[src/rtl/dma2d_pkg.sv]
package dma2d_pkg;
  typedef enum logic {
    ST_IDLE = 1'b0,
    ST_RUN  = 1'b1
  } gen_state_e;
endpackage

[src/rtl/dma2d_line_walk.sv]
// Rectangle walk: tracks position inside the line and line count,
// and offers the next address for the currently shown beat.
module dma2d_line_walk #(
  parameter int AW = 30,
  parameter int XW = 16,
  parameter int YW = 16,
  parameter int WW = 16
) (
  input  logic          clk,
  input  logic          rst,
  input  logic          load_i,
  input  logic          step_i,
  input  logic [AW-1:0] base_i,
  input  logic [XW-1:0] xlen_i,
  input  logic [YW-1:0] ylen_i,
  input  logic [WW-1:0] width_i,
  input  logic [AW-1:0] cur_i,
  output logic [AW-1:0] nxt_o,
  output logic          last_o
);
  logic [XW-1:0] xcnt_q, xlast_q;
  logic [YW-1:0] ycnt_q, ylast_q;
  logic [WW-1:0] width_q;
  logic [AW-1:0] lstart_q;
  logic          eol;

  assign eol    = (xcnt_q == xlast_q);
  assign last_o = eol && (ycnt_q == ylast_q);
  assign nxt_o  = eol ? (lstart_q + AW'(width_q)) : (cur_i + AW'(1));

  always_ff @(posedge clk) begin
    if (rst) begin
      xcnt_q   <= '0;
      xlast_q  <= '0;
      ycnt_q   <= '0;
      ylast_q  <= '0;
      width_q  <= '0;
      lstart_q <= '0;
    end else if (load_i) begin
      xcnt_q   <= '0;
      xlast_q  <= xlen_i - XW'(1);
      ycnt_q   <= '0;
      ylast_q  <= ylen_i;
      width_q  <= width_i;
      lstart_q <= base_i;
    end else if (step_i) begin
      if (eol) begin
        xcnt_q   <= '0;
        ycnt_q   <= ycnt_q + YW'(1);
        lstart_q <= lstart_q + AW'(width_q);
      end else begin
        xcnt_q <= xcnt_q + XW'(1);
      end
    end
  end

  // a stepped beat never lies beyond the last line
  p_line_bound_r4: assert property (@(posedge clk) disable iff (rst)
    step_i |-> (ycnt_q <= ylast_q));

  // at the end of a line the next beat opens the following line
  p_line_jump_r4: assert property (@(posedge clk) disable iff (rst)
    step_i && eol && !last_o |=> (xcnt_q == '0));
endmodule

[src/rtl/dma2d_loop_walk.sv]
// Circular sweep: offset inside the region, half and end detection.
module dma2d_loop_walk #(
  parameter int AW = 30,
  parameter int YW = 16,
  parameter int WW = 16,
  parameter int LW = WW + YW
) (
  input  logic          clk,
  input  logic          rst,
  input  logic          load_i,
  input  logic          step_i,
  input  logic [YW-1:0] ylen_i,
  input  logic [WW-1:0] width_i,
  input  logic [AW-1:0] base_i,
  input  logic [AW-1:0] cur_i,
  output logic [AW-1:0] nxt_o,
  output logic          half_o,
  output logic          end_o
);
  logic [LW-1:0] len_q, off_q, half_len;

  assign half_len = len_q >> 1;
  assign half_o   = (off_q == half_len - LW'(1));
  assign end_o    = (off_q == len_q - LW'(1));
  assign nxt_o    = end_o ? base_i : (cur_i + AW'(1));

  always_ff @(posedge clk) begin
    if (rst) begin
      len_q <= '0;
      off_q <= '0;
    end else if (load_i) begin
      len_q <= LW'(width_i) * (LW'(ylen_i) + LW'(1));
      off_q <= '0;
    end else if (step_i) begin
      off_q <= end_o ? '0 : (off_q + LW'(1));
    end
  end

  // the offset stays inside the region on every accepted beat
  p_off_region_r6: assert property (@(posedge clk) disable iff (rst)
    step_i |-> (off_q < len_q));

  // after the region end the sweep restarts at offset zero
  p_wrap_zero_r6: assert property (@(posedge clk) disable iff (rst)
    step_i && end_o |=> (off_q == '0));
endmodule

[src/rtl/dma2d_addr_gen.sv]
module dma2d_addr_gen
  import dma2d_pkg::*;
#(
  parameter int AW = 30,
  parameter int XW = 16,
  parameter int YW = 16,
  parameter int WW = 16
) (
  input  logic          clk,
  input  logic          rst,
  input  logic          start_i,
  input  logic          abort_i,
  input  logic [AW-1:0] base_i,
  input  logic [XW-1:0] xlen_i,
  input  logic [WW-1:0] width_i,
  input  logic [YW-1:0] ylen_i,
  input  logic          dir_i,
  input  logic          beat_ready_i,
  output logic          beat_valid_o,
  output logic [AW-1:0] beat_addr_o,
  output logic          dir_o,
  output logic          busy_o,
  output logic          done_o,
  output logic          half_o,
  output logic          full_o
);
  localparam int LW = WW + YW;

  gen_state_e    state_q;
  logic [AW-1:0] addr_q, base_q;
  logic          valid_q, loop_q, dir_q;
  logic          done_q, half_q, full_q;

  logic          launch, step;
  logic [AW-1:0] ln_nxt, lp_nxt;
  logic          ln_last, lp_half, lp_end;

  assign launch = (state_q == ST_IDLE) && start_i && !abort_i;
  assign step   = (state_q == ST_RUN) && valid_q && beat_ready_i && !abort_i;

  dma2d_line_walk #(.AW(AW), .XW(XW), .YW(YW), .WW(WW)) u_line (
    .clk     (clk),
    .rst     (rst),
    .load_i  (launch),
    .step_i  (step && !loop_q),
    .base_i  (base_i),
    .xlen_i  (xlen_i),
    .ylen_i  (ylen_i),
    .width_i (width_i),
    .cur_i   (addr_q),
    .nxt_o   (ln_nxt),
    .last_o  (ln_last)
  );

  dma2d_loop_walk #(.AW(AW), .YW(YW), .WW(WW), .LW(LW)) u_loop (
    .clk     (clk),
    .rst     (rst),
    .load_i  (launch),
    .step_i  (step && loop_q),
    .ylen_i  (ylen_i),
    .width_i (width_i),
    .base_i  (base_q),
    .cur_i   (addr_q),
    .nxt_o   (lp_nxt),
    .half_o  (lp_half),
    .end_o   (lp_end)
  );

  always_ff @(posedge clk) begin
    if (rst) begin
      state_q <= ST_IDLE;
      valid_q <= 1'b0;
      addr_q  <= '0;
      base_q  <= '0;
      loop_q  <= 1'b0;
      dir_q   <= 1'b0;
      done_q  <= 1'b0;
      half_q  <= 1'b0;
      full_q  <= 1'b0;
    end else begin
      done_q <= 1'b0;
      half_q <= 1'b0;
      full_q <= 1'b0;
      if (abort_i) begin
        state_q <= ST_IDLE;
        valid_q <= 1'b0;
      end else if (launch) begin
        state_q <= ST_RUN;
        valid_q <= 1'b1;
        addr_q  <= base_i;
        base_q  <= base_i;
        loop_q  <= (xlen_i == '0);
        dir_q   <= dir_i;
      end else if (step) begin
        if (loop_q) begin
          addr_q <= lp_nxt;
          half_q <= lp_half;
          full_q <= lp_end;
        end else if (ln_last) begin
          state_q <= ST_IDLE;
          valid_q <= 1'b0;
          done_q  <= 1'b1;
        end else begin
          addr_q <= ln_nxt;
        end
      end
    end
  end

  assign beat_valid_o = valid_q;
  assign beat_addr_o  = addr_q;
  assign dir_o        = dir_q;
  assign busy_o       = (state_q == ST_RUN);
  assign done_o       = done_q;
  assign half_o       = half_q;
  assign full_o       = full_q;

  p_launch_r2: assert property (@(posedge clk) disable iff (rst)
    launch |=> beat_valid_o && busy_o && (beat_addr_o == $past(base_i)));

  p_hold_addr_r2: assert property (@(posedge clk) disable iff (rst)
    beat_valid_o && !beat_ready_i && !abort_i |=> beat_valid_o && $stable(beat_addr_o));

  p_done_end_r5: assert property (@(posedge clk) disable iff (rst)
    done_o |-> !beat_valid_o && !busy_o);

  p_events_onehot_r6: assert property (@(posedge clk) disable iff (rst)
    $onehot0({done_o, half_o, full_o}));

  p_dir_stable_r7: assert property (@(posedge clk) disable iff (rst)
    busy_o && $past(busy_o) |-> $stable(dir_o));

  p_abort_idle_r8: assert property (@(posedge clk) disable iff (rst)
    abort_i |=> !busy_o && !beat_valid_o && !done_o && !half_o && !full_o);

  p_start_ignored_r9: assert property (@(posedge clk) disable iff (rst)
    busy_o && !step && !abort_i |=> $stable(beat_addr_o) && $stable(dir_o));
endmodule

[config.mk]
export PLATFORM = sky130hd
export DESIGN_NAME = dma2d_addr_gen
export DESIGN_NICKNAME = d
export VERILOG_FILES = /design/src/rtl/dma2d_pkg.sv /design/src/rtl/dma2d_line_walk.sv /design/src/rtl/dma2d_loop_walk.sv /design/src/rtl/dma2d_addr_gen.sv
export SDC_FILE = /design/constraint.sdc
export NUM_CORES = 1
export LEC_CHECK = 0
export ABC_AREA = 1
export ABC_CLOCK_PERIOD_IN_PS = 13900
export BUFFER_PORTS_ARGS = -buffer_cell sky130_fd_sc_hd__buf_2
export CAP_MARGIN = 5
export CORE_MARGIN = 2
export CORE_UTILIZATION = 30
export CTS_CLUSTER_DIAMETER = 30
export DETAILED_ROUTE_END_ITERATION = 16
export PLACE_DENSITY = 0.43
export SYNTH_ARGS = -nofsm -noshare
export SYNTH_HDL_FRONTEND = slang
export SYNTH_HIERARCHICAL = 1
export SYNTH_SLANG_ARGS = --single-unit
[constraint.sdc]
create_clock -name clk -period 13.9 [get_ports clk]
set_clock_uncertainty 0.1 [all_clocks]
set_input_delay 2.78 -clock clk [delete_from_list [all_inputs] [get_ports clk]]
set_output_delay 2.78 -clock clk [all_outputs]
set_load 0.02 [all_outputs]
* Yosys cells after proc, flatten, opt, wreduce, memory -nomap -nowiden
Index checks and enable logic that the tools add are counted.
** Cells by class
- Equal/unequal tests :: 6
- Shift-type cells :: 0
- Divide/modulo/power cells :: 0
- Muxes and demuxes :: 16
- Bitwise gates (word level) :: 4
- Order comparisons :: 0
- Reduce and logical (&&, ||, !) cells :: 23
- Add/subtract/negate cells :: 9
- Multipliers :: 1
** Operators with widths (number)
- $mux W30 :: 9
- $eq A32 B32 Y1 :: 2
- $add A16 B1 Y16 const B :: 2
- $add A32 B1 Y32 const B :: 1
- $eq A16 B16 Y1 :: 2
- $mul A16 B32 Y32 :: 1
- $mux W32 :: 1
- $sub A31 B1 Y32 const B :: 1
- $sub A32 B1 Y32 const B :: 1
- $add A30 B1 Y30 const B :: 1
- $add A30 B16 Y30 :: 1
- $add A16 B1 Y17 const B :: 1
- $logic_not A16 Y1 :: 1
- $mux W16 :: 1
- $sub A16 B1 Y16 const B :: 1
- $reduce_or A5 Y1 :: 2
- $reduce_bool A2 Y1 :: 4
- $logic_and A1 B1 Y1 :: 7
- $reduce_and A2 Y1 :: 3
- $reduce_and A3 Y1 :: 2
- $mux W1 :: 5
- $not A1 Y1 :: 4
- $reduce_or A2 Y1 :: 2
- $ne A3 B3 Y1 const B :: 1
- 2 further kinds :: 3
** Storage, ports and cells
- Bits in writable memories :: 0
- Output and inout port bits :: 36
- Input bits :: 84
- Logic and storage cells :: 75
- Memories kept :: 0
- Bits in latches :: 0
- Bits in registers :: 240
- Bits in read-only memories :: 0

* Depth between registers and ports, before layout
- Depth in word-level cells :: 6
- Mapped depth :: 34
- Gate-level depth less buffers :: 34

* By module
The synthesis kept the hierarchy.
** Modules (own cells, without submodules)
- dma2d_loop_walk :: instances 1, sequential area each 1281.2 µm², cells each 2338, area each 15821.4 µm²
- dma2d_line_walk :: instances 1, sequential area each 2202.1 µm², cells each 1335, area each 8021.4 µm²
- dma2d_addr_gen :: instances 1, sequential area each 1321.3 µm², cells each 471, area each 3025.4 µm²

* Worst setup path after synthesis
No wires, ideal clock.
- Path type :: input to register
- From :: in ylen_i[0]
- To :: reg u_loop.len_q[26]
- Stages :: 33
- Arrival time :: 8709 ps
- Library setup time :: 115 ps
- Data required time :: 13685 ps
- Path slack :: 4976 ps
- Path buffers :: 0
- Cell sequence :: ha_1 > nand2_1 > nor2_1 > nand2_1 > nor2_1 > nand4_1 > nor3_1 > or2_2 > nand2_1 > clkinv_1 > nand2_1 > fa_1 > inv_1 > fa_1 > inv_1 > fa_1 > inv_1 > fa_1 > fa_1 > inv_1 > fa_1 > inv_1 > ha_1 > nand2_1 > inv_1 > nand2_1 > inv_1 > a21oi_1 > nand3_1 > a21o_1 > xor2_1 > o21ai_0 > inv_1
** On the way
- Word-level cells in the longest chain between the ends :: 2
** Ends and longest elaborated chain
- start: declaration :: line dma2d_addr_gen.sv:16 : input logic [YW-1:0] ylen_i,
- $add A16 B1 Y17 :: line dma2d_loop_walk.sv:32 : len_q <= LW'(width_i) * (LW'(ylen_i) + LW'(1));
- $mul A16 B32 Y32 :: line dma2d_loop_walk.sv:32
- end signal: assignment :: line dma2d_loop_walk.sv:32
- end: declaration :: line dma2d_loop_walk.sv:20 : logic [LW-1:0] len_q, off_q, half_len;
No other way between the ends.
A chain may end at the register's enable or synchronous reset.

* Worst setup path in the final report
Ends and elaborated chain as after synthesis.

==> summary.md <==
### Timing
• **count of final hold-check violations** 0
• **max-slew violation count** 0
• **setup_tns** 0 ns
• **Max Fclk** 0.1028 GHz
• **setup repair after global routing missed its margin** no
• **minimum clock period after layout** 9.732 ns
• **headroom to the max-slew limit** 34.01%
• **fin worst setup slack** 4.168 ns
• **number of endpoints failing setup at the final stage** 0
• **Period Utilization, post-route** 70.01%
• **slew of the pin with the lowest slew margin** 0.9817 ns

### Finish
• **most common cell after layout, fill and taps aside** nand2_1
• **diode insertion count for antenna repair** 0
• **layout filler cell count** 9685
• **commonest cells after routing, fill and taps aside** 1087 x nand2_1, 634 x inv_1, 625 x nor2_1, 240 x dfxtp_1, 208 x fa_1
• **Area Overhead vs Synth** 17.26%
• **final net count** 4653
• **share of post-route cells with drive strength above 1** 8.500%

### Critical path
• **type of element capturing the critical path** register
• **crit-path max cell delay** 0.54 ns
• **required time worst endpoint** 14.31 ns
• **CP max stage cell** fa_1
• **worst setup path category** primary input to register
• **crit-path leading delay family** adder cells
• **arrival time at the worst endpoint** 10.14 ns
• **cell repeated most along the worst path** fa_1
• **Setup crit start kind** primary input
• **count of buffering cells on the critical path with inverters included** 6
• **critical path peak fanout** 16

### Die
• **DIE WIDTH** 303.3 um
• **row count** 109
• **Starting Density** 30.36%
• **die footprint** 91970 sq um
• **die span in y** 303.3 um
• **Placeable Area** 88510 sq um
• **I/O pin cnt** 120

### Synthesis
• **Mapped Avg Cell Area** 6.484 sq um
• **ys flop type** dfxtp_1
• **gate count of the mapped netlist** 4144
• **sequential share of the synthesized area** 17.88%
• **Synth Warn #** 6
• **Seq cells post-synth** 240
• **Yosys cell types** 55
• **combined area of all synthesized cells** 26870 sq um
• **Post-Syn Nets** 4563
• **Post-synth ARST share** 0%
• **number of synthesized flops with an enable pin** 0

### Status
• **status** finished, final reports clean

### Route
• **wire length reported by the detailed router** 96.88 mm
• **wire length per cell after detailed routing** 17.71 um
• **number of DRC markers after the initial detailed-route iteration** 1596
• **routed vias/inst** 4.742
• **via count** 25946
• **number of antenna-violating nets in the routed design** 0
• **remaining routing DRC violations** 0
• **TritonRoute pass-1 iters** 6

### Clocking
• **number of buffers inserted during clock tree synthesis** 85
• **CTS-repair resized insts** 0
• **CTS HTree Levels** 3
• **TritonCTS clock tree** yes
• **Post-CTS Repair Setup Buffers** 0
• **root buffer cell** clkbuf_16
• **count of clock tree sinks** 240
• **CTS clock-pin slew for the worst setup and hold paths** 0.04 ns
• **maximum clock insertion buffer count** 3
• **Clk Latency, worst-skew pair** 0.63 ns
• **hold buffer count at CTS** 0

### Place
• **Port Buffers** 119
• **post-placement setup slack** 3.592 ns
• **Final GP Congestion** 0.9129
• **HPWL after detailed placement** 75.70 mm

### Pwr
• **switching portion of total power** 47.41%
• **part of the total power dissipated in combinational logic** 58.4%
• **internal power consumption** 3.626 mW
• **post-layout power** 6.895 mW
• **Pwr Density** 218.8 nW/um^2
• **IR Drop Worst-Case VDD** 0.2026 mV
• **part of the power in registers** 12.2%
• **clock share of power** 29.4%
• **net switching power** 3.269 mW
• **Static Leakage** 15.63 nW

### Global routing
• **antenna violations before repair** 0
• **largest net degree at the start of global routing** 63
• **vias in the first global route** 25972
• **wire length of the first global-routing pass** 151.6 mm
• **total congestion overflow after global routing** 0
• **overall routing resource usage** 21.17%

### Job
• **max-capacitance violation count** 0

### Min path
• **path type of the worst min-delay path** register to register

[tightest hold or removal path, stage by stage, from the launching register on]
cell and delay [ns]:
dfxtp_1 0.30, nand2_1 0.06, a21oi_1 0.05
[synthesized netlist by cell type (5+ instances only)]
library cell | number | area (sq um)
inv_1 | 634 | 2380
nor2_2 | 19 | 118.9
nand3_1 | 197 | 986.0
nor3_1 | 65 | 325.3
nor4_1 | 21 | 131.4
ha_1 | 127 | 1589
o22ai_1 | 5 | 31.28
a31o_2 | 5 | 43.79
a21boi_0 | 6 | 45.04
buf_1 | 10 | 37.54
inv_2 | 11 | 41.29
buf_6 | 11 | 123.9
nand4_1 | 76 | 475.5
a21oi_1 | 136 | 680.7
a31oi_1 | 20 | 125.1
buf_2 | 26 | 130.1
clkinv_1 | 12 | 45.04
o21ai_0 | 181 | 905.9
o211ai_1 | 9 | 67.56
nor3b_1 | 6 | 45.04
nand2_2 | 7 | 43.79
fa_1 | 208 | 4164
nand2_1 | 1087 | 4080
nor2_4 | 11 | 123.9
xor2_1 | 146 | 1279
xnor2_1 | 75 | 656.9
dfxtp_1 | 240 | 4805
nand3b_1 | 16 | 120.1
buf_4 | 15 | 112.6
o21ai_1 | 5 | 25.02
nor2_1 | 626 | 2350
or2_2 | 14 | 87.58
o21bai_1 | 8 | 60.06
clkbuf_1 | 72 | 270.3
[final timing paths]
path	from	depth (start not counted)	slack, ns	end
setup reg to reg	u_loop/len_q[1]	21	9.33	beat_addr_o[13]
hold / removal	base_q[10]	2	0.36	base_q[10]
setup / recovery	ylen_i[0]	29	4.17	u_loop/len_q[26]
hold reg to reg	base_q[10]	2	0.36	base_q[10]
[cell families (layout without fill, tap and decap cells)]
family | Yosys count | count (layout) | synth area share [%]
flops | 240 | 240 | 17.88
buf+inv | 792 | 954 | 11.72
fa+ha+maj | 335 | 335 | 21.41
simple gates | 2162 | 2162 | 33.66
xor+xnor | 224 | 224 | 7.437
compound gates | 391 | 391 | 7.884
[sequential cells by signal, summed over array words and instances, names as in the netlist]
register         cells
u_loop/len_q        32
u_loop/off_q        32
base_q              30
beat_addr_o         30
u_line/lstart_q     30
u_line/width_q      16
u_line/xcnt_q       16
u_line/xlast_q      16
u_line/ycnt_q       16
u_line/ylast_q      16
beat_valid_o         1
dir_o                1
done_o               1
full_o               1
half_o               1
loop_q               1
[power groups by stage]
stage / combinational (mW) / sequential (mW) / clock (mW)
2_1_floorplan: 2.95 / 0.815 / 0
3_3_place_gp: 4.09 / 0.850 / 0
6_report: 4.02 / 0.840 / 2.03
3_5_place_dp: 4.02 / 0.850 / 0
4_1_cts: 4.05 / 0.839 / 2.07
5_1_grt: 4.62 / 0.849 / 2.12
[layout make-up]
cell class,count,area (sq um),area share [%]
repair buffers,137,733.2,2.327
inverters,658,2477,7.863
clock inverters,41,628.1,1.994
flip-flops and latches,240,4805,15.25
clock buffers,118,2481,7.875
well taps,1165,1458,4.627
multi-input cells,3112,18920,60.06
[per-layer routing]
metal	vias to the layer above	wire length [um]	track usage, %	part of all wire, %
met1	12172	47840	30.18	49
met3	132	3443	2.399	3.6
met4	0	2216	5.771	2.3
li1	13098	-	-	-
met2	544	43380	33.75	45
met5	-	0	0	0
[stage by stage]
| stage | utilization [%] | area [sq um] | std cells | hold WS, ns |
|---|---|---|---|---|
| floorplan | - | 26870 | 4144 | 0.3378 |
| global placement | 32.08 | 28400 | 5312 | 0.3556 |
| detailed placement | 32.08 | 28400 | 5312 | 0.3564 |
| CTS | 35.59 | 31510 | 5471 | 0.3638 |
| global route | 35.59 | 31510 | 5471 | 0.3821 |
| finish | 35.59 | 31510 | 5471 | 0.3620 |
No activity file was read; power rests on OpenSTA's default activity.
